===== config.mk =====
export PLATFORM = sky130hd
export DESIGN_NAME = vic_core
export DESIGN_NICKNAME = d
export VERILOG_FILES = /design/src/rtl/vic_pkg.sv /design/src/rtl/vic_src_cell.sv /design/src/rtl/vic_prio_pick.sv /design/src/rtl/vic_core.sv
export SDC_FILE = /design/constraint.sdc
export NUM_CORES = 1
export LEC_CHECK = 0
export BUFFER_PORTS_ARGS = -buffer_cell sky130_fd_sc_hd__buf_2
export CORE_MARGIN = 8
export CORE_UTILIZATION = 40
export DETAILED_ROUTE_END_ITERATION = 12
export GPL_ROUTABILITY_DRIVEN = 0
export PLACE_DENSITY = 0.53
export SYNTH_ARGS = -nofsm -noshare
export SYNTH_HDL_FRONTEND = slang
export SYNTH_SLANG_ARGS = --single-unit

===== constraint.sdc =====
create_clock -name clk -period 69.8 [get_ports clk]
set_input_delay 10.47 -clock clk [delete_from_list [all_inputs] [get_ports clk]]
set_output_delay 10.47 -clock clk [all_outputs]
set_load 0.01 [all_outputs]

===== src/rtl/vic_pkg.sv =====
package vic_pkg;
  typedef enum logic [1:0] {
    TRIG_LVL_LO   = 2'd0,
    TRIG_LVL_HI   = 2'd1,
    TRIG_EDGE_FALL = 2'd2,
    TRIG_EDGE_RISE = 2'd3
  } trig_e;

  localparam int WORD_W = 7;
  localparam logic [WORD_W-1:0] W_RAW   = 7'h40;
  localparam logic [WORD_W-1:0] W_PEND  = 7'h41;
  localparam logic [WORD_W-1:0] W_STAT  = 7'h42;
  localparam logic [WORD_W-1:0] W_VEC   = 7'h43;
  localparam logic [WORD_W-1:0] W_CUR   = 7'h44;
  localparam logic [WORD_W-1:0] W_ENRD  = 7'h45;
  localparam logic [WORD_W-1:0] W_OUT   = 7'h46;
  localparam logic [WORD_W-1:0] W_ENSET = 7'h48;
  localparam logic [WORD_W-1:0] W_ENCLR = 7'h49;
  localparam logic [WORD_W-1:0] W_FSET  = 7'h4A;
  localparam logic [WORD_W-1:0] W_FCLR  = 7'h4B;
  localparam logic [WORD_W-1:0] W_EOS   = 7'h4C;
endpackage


===== src/rtl/vic_src_cell.sv =====
module vic_src_cell
  import vic_pkg::*;
(
  input  logic       clk,
  input  logic       rst_n,
  input  logic       src,
  input  logic [1:0] trig,
  input  logic       force_set,
  input  logic       force_clr,
  input  logic       ack_clr,
  output logic       pend
);
  logic prev_q, hold_q, frc_q;
  logic is_edge, lvl_act, edge_hit, drop;

  always_comb begin
    is_edge  = trig[1];
    lvl_act  = (trig_e'(trig) == TRIG_LVL_HI) ? src : ~src;
    edge_hit = (trig_e'(trig) == TRIG_EDGE_RISE) ? (src & ~prev_q)
                                                 : (~src & prev_q);
    drop     = force_clr | ack_clr;
    pend     = hold_q | frc_q;
  end

  always_ff @(posedge clk or negedge rst_n) begin
    if (!rst_n) begin
      prev_q <= 1'b0;
      hold_q <= 1'b0;
      frc_q  <= 1'b0;
    end else begin
      prev_q <= src;
      if (is_edge) hold_q <= (hold_q & ~drop) | edge_hit;
      else         hold_q <= lvl_act;
      frc_q <= (frc_q & ~drop) | force_set;
    end
  end

  AST_EDGE_HELD: assert property (@(posedge clk) disable iff (!rst_n)
    (is_edge && hold_q && !drop && $stable(trig)) |=> hold_q);
endmodule


===== src/rtl/vic_prio_pick.sv =====
module vic_prio_pick #(
  parameter int NSRC = 32,
  parameter int PW   = 3,
  localparam int IDW = $clog2(NSRC)
) (
  input  logic                     clk,
  input  logic                     rst_n,
  input  logic [NSRC-1:0]          cand,
  input  logic [NSRC-1:0][PW-1:0]  prio,
  output logic                     any,
  output logic [IDW-1:0]           win_id
);
  logic [PW-1:0] best_p;

  always_comb begin
    any    = 1'b0;
    win_id = '0;
    best_p = '0;
    for (int i = 0; i < NSRC; i++) begin
      if (cand[i] && (!any || prio[i] > best_p)) begin
        any    = 1'b1;
        win_id = IDW'(i);
        best_p = prio[i];
      end
    end
  end

  AST_WIN_ELIGIBLE: assert property (@(posedge clk) disable iff (!rst_n)
    any |-> cand[win_id]);
  AST_NONE_EMPTY: assert property (@(posedge clk) disable iff (!rst_n)
    !any |-> (cand == '0));
endmodule


===== src/rtl/vic_core.sv =====
module vic_core
  import vic_pkg::*;
#(
  parameter int NSRC = 32,
  parameter int PW   = 3,
  parameter int AW   = 9,
  localparam int IDW = $clog2(NSRC)
) (
  input  logic            clk,
  input  logic            rst_n,
  input  logic [NSRC-1:0] src_in,
  input  logic            reg_en,
  input  logic            reg_we,
  input  logic [AW-1:0]   reg_addr,
  input  logic [31:0]     reg_wdata,
  output logic [31:0]     reg_rdata,
  output logic            reg_rvalid,
  output logic            irq_n
);
  logic [NSRC-1:0][1:0]    trig_q;
  logic [NSRC-1:0][PW-1:0] prio_q;
  logic [NSRC-1:0]         en_q, pend, cand;
  logic [NSRC-1:0]         fset_v, fclr_v, ack_v;
  logic                    in_svc_q, irq_q, any;
  logic [IDW-1:0]          cur_q, win_id;
  logic [WORD_W-1:0]       word;
  logic                    aligned, rd, wr, scr_hit, ack_fire, eos_wr;
  logic [31:0]             rdata_d;

  always_comb begin
    word     = reg_addr[AW-1:2];
    aligned  = (reg_addr[1:0] == 2'b00);
    rd       = reg_en & ~reg_we & aligned;
    wr       = reg_en &  reg_we & aligned;
    scr_hit  = (int'(word) < NSRC);
    ack_fire = rd && (word == W_VEC) && any;
    eos_wr   = wr && (word == W_EOS);
    fset_v   = (wr && word == W_FSET) ? reg_wdata[NSRC-1:0] : '0;
    fclr_v   = (wr && word == W_FCLR) ? reg_wdata[NSRC-1:0] : '0;
    ack_v    = ack_fire ? (NSRC'(1) << win_id) : '0;
    cand     = pend & en_q;
  end

  for (genvar g = 0; g < NSRC; g++) begin : g_src
    vic_src_cell u_cell (
      .clk       (clk),
      .rst_n     (rst_n),
      .src       (src_in[g]),
      .trig      (trig_q[g]),
      .force_set (fset_v[g]),
      .force_clr (fclr_v[g]),
      .ack_clr   (ack_v[g]),
      .pend      (pend[g])
    );
  end

  vic_prio_pick #(.NSRC(NSRC), .PW(PW)) u_pick (
    .clk    (clk),
    .rst_n  (rst_n),
    .cand   (cand),
    .prio   (prio_q),
    .any    (any),
    .win_id (win_id)
  );

  always_ff @(posedge clk or negedge rst_n) begin
    if (!rst_n) begin
      for (int i = 0; i < NSRC; i++) begin
        trig_q[i] <= TRIG_LVL_HI;
        prio_q[i] <= '0;
      end
      en_q <= '0;
    end else if (wr) begin
      if (scr_hit) begin
        trig_q[word[IDW-1:0]] <= reg_wdata[7:6];
        prio_q[word[IDW-1:0]] <= reg_wdata[PW-1:0];
      end
      if (word == W_ENSET) en_q <= en_q | reg_wdata[NSRC-1:0];
      if (word == W_ENCLR) en_q <= en_q & ~reg_wdata[NSRC-1:0];
    end
  end

  always_ff @(posedge clk or negedge rst_n) begin
    if (!rst_n) begin
      in_svc_q <= 1'b0;
      cur_q    <= '0;
      irq_q    <= 1'b1;
    end else begin
      irq_q <= ~(any & ~in_svc_q);
      if (ack_fire) begin
        in_svc_q <= 1'b1;
        cur_q    <= win_id;
      end else if (eos_wr) begin
        in_svc_q <= 1'b0;
      end
    end
  end

  always_comb begin
    rdata_d = '0;
    if (scr_hit) begin
      rdata_d[7:6]    = trig_q[word[IDW-1:0]];
      rdata_d[PW-1:0] = prio_q[word[IDW-1:0]];
    end else begin
      case (word)
        W_RAW:  rdata_d = 32'(src_in);
        W_PEND: rdata_d = 32'(pend);
        W_STAT: rdata_d = 32'(cand);
        W_VEC:  rdata_d = any ? (32'(win_id) << 2) : 32'd0;
        W_CUR:  rdata_d = 32'(cur_q);
        W_ENRD: rdata_d = 32'(en_q);
        W_OUT:  rdata_d = {31'd0, ~irq_q};
        default: rdata_d = '0;
      endcase
    end
  end

  always_ff @(posedge clk or negedge rst_n) begin
    if (!rst_n) begin
      reg_rdata  <= '0;
      reg_rvalid <= 1'b0;
    end else begin
      reg_rvalid <= rd;
      if (rd) reg_rdata <= rdata_d;
    end
  end

  assign irq_n = irq_q;

  AST_QUIET_IN_SVC: assert property (@(posedge clk) disable iff (!rst_n)
    in_svc_q |=> irq_n);
  AST_ACK_OPENS: assert property (@(posedge clk) disable iff (!rst_n)
    ack_fire |=> (in_svc_q && cur_q == $past(win_id)));
  AST_EOS_CLOSES: assert property (@(posedge clk) disable iff (!rst_n)
    (eos_wr && !ack_fire) |=> !in_svc_q);
  AST_RD_LATENCY: assert property (@(posedge clk) disable iff (!rst_n)
    rd |=> reg_rvalid);
  AST_EN_CMD: assert property (@(posedge clk) disable iff (!rst_n)
    (wr && word == W_ENSET) |=> ((en_q & $past(reg_wdata[NSRC-1:0])) == $past(reg_wdata[NSRC-1:0])));
endmodule


### After elaboration in Yosys (flattened, before gate mapping)

Cells that the tools add are included.

* reduce and logical (&&, ||, !) cells: 104
* equal/unequal tests: 76
* mux-type cells: 213
* $lt $le $gt $ge: 34
* shift operators: 1
* bitwise operators: 365

Operators with widths (number)
* 32-bit case mux with 7 select lines: 1
* 32-bit 2-to-1 mux: 5
* 1-bit bitwise AND: 133
* 1-bit 2-to-1 mux: 131
* 1-bit OR: 128
* 3-bit 2-to-1 mux: 39
* 1-bit inverter: 100
* 96-bit bitwise mux: 1
* 3-bit greater-than comparator: 31
* 7-bit == test, second input constant: 12
* 5-bit 2-to-1 mux: 16
* 32-bit bitwise AND: 2
* 64-bit bitwise mux: 1
* 2-bit by 1-bit == test with 1-bit output, second input constant: 32
* 2-bit == test, second input constant: 32
* 1-bit logical AND: 37
* 4-bit 2-to-1 mux: 8
* 32-bit inverter: 1
* 32-bit OR: 1
* 1-bit by 5-bit << shifter with 32-bit output, first input constant: 1
* 1-bit logical NOT: 31
* 1-bit logical OR: 31
* 24-bit 2-to-1 mux: 1
* 3-bit binary-select mux with 5-bit select: 1
* 11 further kinds: 17

* flip-flop bits (word level): 328
* input port bits: 77
* output and inout port bits: 34
* logic and storage cells: 959

### Longest topological paths before layout

* depth after elaboration: 134
* mapped depth: 274

### By module

A second synthesis with hierarchy kept.

* cell total of the unflattened synthesis: 2053
* area, all modules: 20460.9 um^2

Modules (own cells, without submodules)
* vic_core: area each 11878.9 um^2, cells each 1046, times used 1
* vic_prio_pick: area each 4458.0 um^2, cells each 655, times used 1
* vic_src_cell: area each 128.9 um^2, cells each 11, times used 32

### Worst setup path before layout

No wires, ideal clock.

* kind: reg2reg
* start: register g_src[0].u_cell.frc_q
* end: register g_src[0].u_cell.hold_q
* stages on the path, launching flop included: 253
* slack: 25.011 ns
* arrival: 44.659 ns
* buffers on the path: 9
* data required time: 69.670 ns
* path through: dfrtp_1 > o21a_1 > and2_1 > ha_1 > and3_1 > a21oi_1 > a21oi_1 > a22oi_2 > ha_1 > a21oi_1 > a32o_1 > a21o_1 > nor2_1 > or2_2 > ha_1 > nand3b_1 > a32o_1 > a21oi_4 > [217 not listed] > o21a_1 > o21ai_0 > o31ai_1 > nand4b_1 > o211ai_1 > ha_1 > nor2b_1 > o21a_1 > o21ai_0 > o21ai_0 > a21o_1 > nor3_2 > nand2_1 > o21bai_2 > buf_4 > or2_1 > o31ai_1 > o21ai_1

* longest elaborated chain between the ends: 134

RTL lines
* start: declaration: line vic_src_cell.sv:13 `logic prev_q, hold_q, frc_q;`
* start signal: assignment: line vic_src_cell.sv:34 `frc_q <= (frc_q & ~drop) | force_set;`
* 1-bit OR *: line vic_src_cell.sv:22 `pend = hold_q | frc_q;`
* 32-bit bitwise AND *: line vic_core.sv:41 `cand = pend & en_q;`
* 3-bit 2-to-1 mux or 1-bit 2-to-1 mux (tied branches): line vic_prio_pick.sv:20 `if (cand[i] && (!any || prio[i] > best_p)) begin`
* 3-bit greater-than comparator or 1-bit logical NOT (tied branches): line vic_prio_pick.sv:20
* 1-bit logical OR: line vic_prio_pick.sv:20
* 1-bit logical AND: line vic_prio_pick.sv:20
* 3-bit 2-to-1 mux or 1-bit 2-to-1 mux (tied branches): line vic_prio_pick.sv:20
* 3-bit greater-than comparator or 1-bit logical NOT (tied branches): line vic_prio_pick.sv:20
* [118 not listed]
* 5-bit 2-to-1 mux or 1-bit 2-to-1 mux (tied branches): line vic_prio_pick.sv:20
* 1-bit by 5-bit << shifter with 32-bit output or 1-bit logical AND (tied branches): line vic_core.sv:40, vic_core.sv:36
* 32-bit 2-to-1 mux *: line vic_core.sv:40 `ack_v = ack_fire ? (NSRC'(1) << win_id) : '0;`
* 1-bit OR *: line vic_src_cell.sv:21 `drop = force_clr | ack_clr;`
* 1-bit inverter *: line vic_src_cell.sv:32 `if (is_edge) hold_q <= (hold_q & ~drop) | edge_hit;`
* 1-bit bitwise AND *: line vic_src_cell.sv:32
* 1-bit OR *: line vic_src_cell.sv:32
* 1-bit 2-to-1 mux *: line vic_src_cell.sv:32
* end signal: assignment: line vic_src_cell.sv:32
* end signal: assignment: line vic_src_cell.sv:33 `else hold_q <= lvl_act;`
* end: declaration: line vic_src_cell.sv:13

Mark *: on every way between the ends. The rest lies on a longest branch, timed or not.
A chain may end at the register's enable or synchronous reset.

==> reports/qor.csv <==
metric,value,unit
outcome,"finished, final reports clean",
grt met1 use,0.333,
# DRC,0,
post-DP HPWL,56500,um
antenna-violating nets left,0,
Max Buffers Root-to-Sink,3,
Final setup viols,0,
Initial DRT Pass Iterations,6,
Compound-Gate Fraction of Synth Area,0.215,
mux share of post-synthesis cell area,0.147,
CP startpoint kind,flop,
Fill cells,4874,
Tcrit/Tclk final,0.779,
Worst path slowest cell,o311ai_1,
row count,82,
critical path required time,70270,ps
"top cells by area, synth","dfrtp_1 (36%), mux2_2 (8.7%), mux4_2 (5.6%)",
max_slew headroom,0.142,
IO buf count,110,
fraction of the mapped netlist area in adder cells,0.0436,
H-tree depth,2,
CP Class,flop to flop,
syn_area_per_cell,9.77,um^2
Yosys cell types,98,
Synth area leader,dfrtp_1,
Post-Synth XOR/XNOR Area,0,
# IOs,111,
met2 usage,0.415,
Num CTS Buffers,39,
"FFs w/ async S/R, synth",1.00,
GRT Total Usage,0.257,
DRT Wirelength,76000,um
Post-Synth Simple-Gate Area,0.151,
largest family of logic cells by synthesized area,compound AO/OA/AOI/OAI gates,
clk sink count,328,
#FFs+latches synth,328,
WL/cell,26.6,um
worst skew pair latency,580,ps
number of global-route vias before repair,17105,
clock skew,31.5,ps
post-synthesis sequential area ratio,0.407,
CP max FO,11,
fmax,18.4,MHz
Multi-input gate area,0.0113,mm^2
Post-CTS Resized,0,
total number of vias,17894,
area grow syn2layout,12.1,%
Die Y,241,um
width of the die,241,um
Post-synth EDFFs,0,
Post-CTS Hold Fix Bufs,0,
Hold Crit Class,flop to flop,
Synth top area share,0.364,
initial cell density of the core,0.405,
1st-iter DRT viols,1884,
synth warn,0,
global-route wire length before repair,112000,um
P_leak,9.93,nW
Critical Path AT,54830,ps
max incr delay on CP,920,ps
P per Cell Area,21.9,mW/mm^2
Die ar.,0.0582,mm^2
setup TNS,0,ps
max cap viols,0,
Tmin final,54360,ps
CP Capture Type,flop,
busiest grt layer,met2,
"Hold Vio Cnt, Final",0,
initial antenna violation count,0,
maximum VDD drop,19.5,uV
grt ovf,0,
Antenna Cells,0,
via/cell ratio,6.27,
RSZ-0062 raised after global routing,false,
Synthesized Nets,2222,
"Slew Viols, Final",0,
pin count of the biggest net entering global routing,155,
# Post-CTS Setup Buffers,0,
Worst Tran Pin Value,1280,ps
clock root buffer,clkbuf_16,
hold depth,1,
fraction of layout cells with a size suffix above 1,0.223,
R2R depth,247,
Tot Pwr,0.498,mW
Mapped Area,0.0203,mm^2
CTS tree,done,
Gate Count Post-Synth,2076,
met3 Usage GRT,0.0474,
clock slew at reported path FFs,60,ps
fin nets,2301,
sequential cell area,0.00825,mm^2
core area,0.0501,mm^2
dominant synthesized flop cell,dfrtp_1,
HP Start,in_svc_q,
path summary, 6_finish.rpt:
check / slack (ps) / endpoint
worst min-delay path: 470 / irq_n
worst max register to register: 15440 / g_src[7].u_cell.hold_q
worst min register to register: 470 / irq_n
max in group asynchronous: 58350 / reg_rdata[21]
min in group asynchronous: 9970 / prio_q[15]
worst max-delay path: 15440 / g_src[7].u_cell.hold_q
power by group:
part           leakage [nW]  internal [mW]  switching, mW  total, mW
Sequential             4.11          0.196        0.00537      0.201
Clock                 0.609          0.118         0.0840      0.202
Combinational          5.20         0.0321         0.0630     0.0950
Total                  9.93          0.346          0.152      0.498
registers in the layout (all words and copies together) (netlist names), named ones only:
name / count
cur_q: 5
g_src.u_cell.frc_q: 32
g_src.u_cell.hold_q: 32
g_src.u_cell.prev_q: 32
in_svc_q: 1
irq_n: 1
prio_q: 96
reg_rdata: 32
reg_rvalid: 1
trig_q: 64
synthesized netlist by cell type (all sizes together) (5+ instances only):
library cell / number
mux4: 50
and3: 8
a21boi: 5
o31a: 8
dfstp: 33
a21o: 11
a21oi: 113
buf: 25
and4: 5
nor2b: 58
inv: 91
mux2i: 10
a211oi: 12
o21ai: 176
a31o: 15
a31oi: 71
nand3b: 11
nand3: 36
and2: 15
mux2: 156
clkbuf: 68
a32o: 12
or2: 14
or4: 5
a22o: 13
o31ai: 35
nand4: 11
nand2: 226
o21bai: 7
ha: 69
o311ai: 9
nor2: 146
or3: 13
dfrtp: 295
nand2b: 10
a22oi: 9
nor3: 51
nor3b: 6
a221oi: 36
a32oi: 12
o21a: 30
nor4: 8
o211ai: 22
metal layers:
metal | vias to the layer above | part of all wire | routed length, um
met2 | 869 | 0.47 | 35700
met1 | 8872 | 0.40 | 30700
met3 | 179 | 0.076 | 5750
li1 | 7974 | - | -
met5 | - | 0 | 0
met4 | 0 | 0.051 | 3840
cells in the final DEF (no fill, tap or decap), types with 33 or more instances in the layout:
cell	count
mux2_2	156
ha_1	69
nand3_1	35
a221oi_1	36
inv_1	90
nor2_1	145
nor3_1	42
dfstp_2	33
a31oi_1	70
nand2_1	224
o21ai_0	136
a21oi_1	111
buf_2	108
nor2b_1	58
o31ai_1	35
clkbuf_16	39
dfrtp_1	295
mux4_2	50
o21ai_1	37
cells by family (layout without fill, tap and decap cells):
family / after synthesis / in the layout
compound gates: 645 / 645
fa+ha+maj: 71 / 71
buf+inv: 184 / 292
flops: 328 / 328
mux: 216 / 216
simple gates: 632 / 632
per-stage QoR:
step	std cells	util	hold WS, ps	area [um^2]	worst slack [ps]
final	2856	0.454	471	22700	15440
after detailed placement	2786	0.429	461	21500	16630
after global placement	2786	0.429	459	21500	18060
after global routing	2856	0.454	491	22700	10820
after CTS	2856	0.454	472	22700	16370
after floorplan	2076	-	445	20300	25010
worst max-delay path, delay by kind of cell, from the launching register on:
kind	cells	cell delay, ps
compound gates	127	27620
simple gates	73	13500
fa+ha+maj	33	9760
mux	7	2380
flops	1	500
buf+inv	7	460
layout make-up:
class	instances	share of cell area
inverters	91	0.0150
well taps	672	0.0370
flip-flops and latches	328	0.363
clock inverters	7	0.00374
multi-input cells	1564	0.498
repair buffers	131	0.0322
clock buffers	63	0.0513
(Power assumes the default switching activity.)
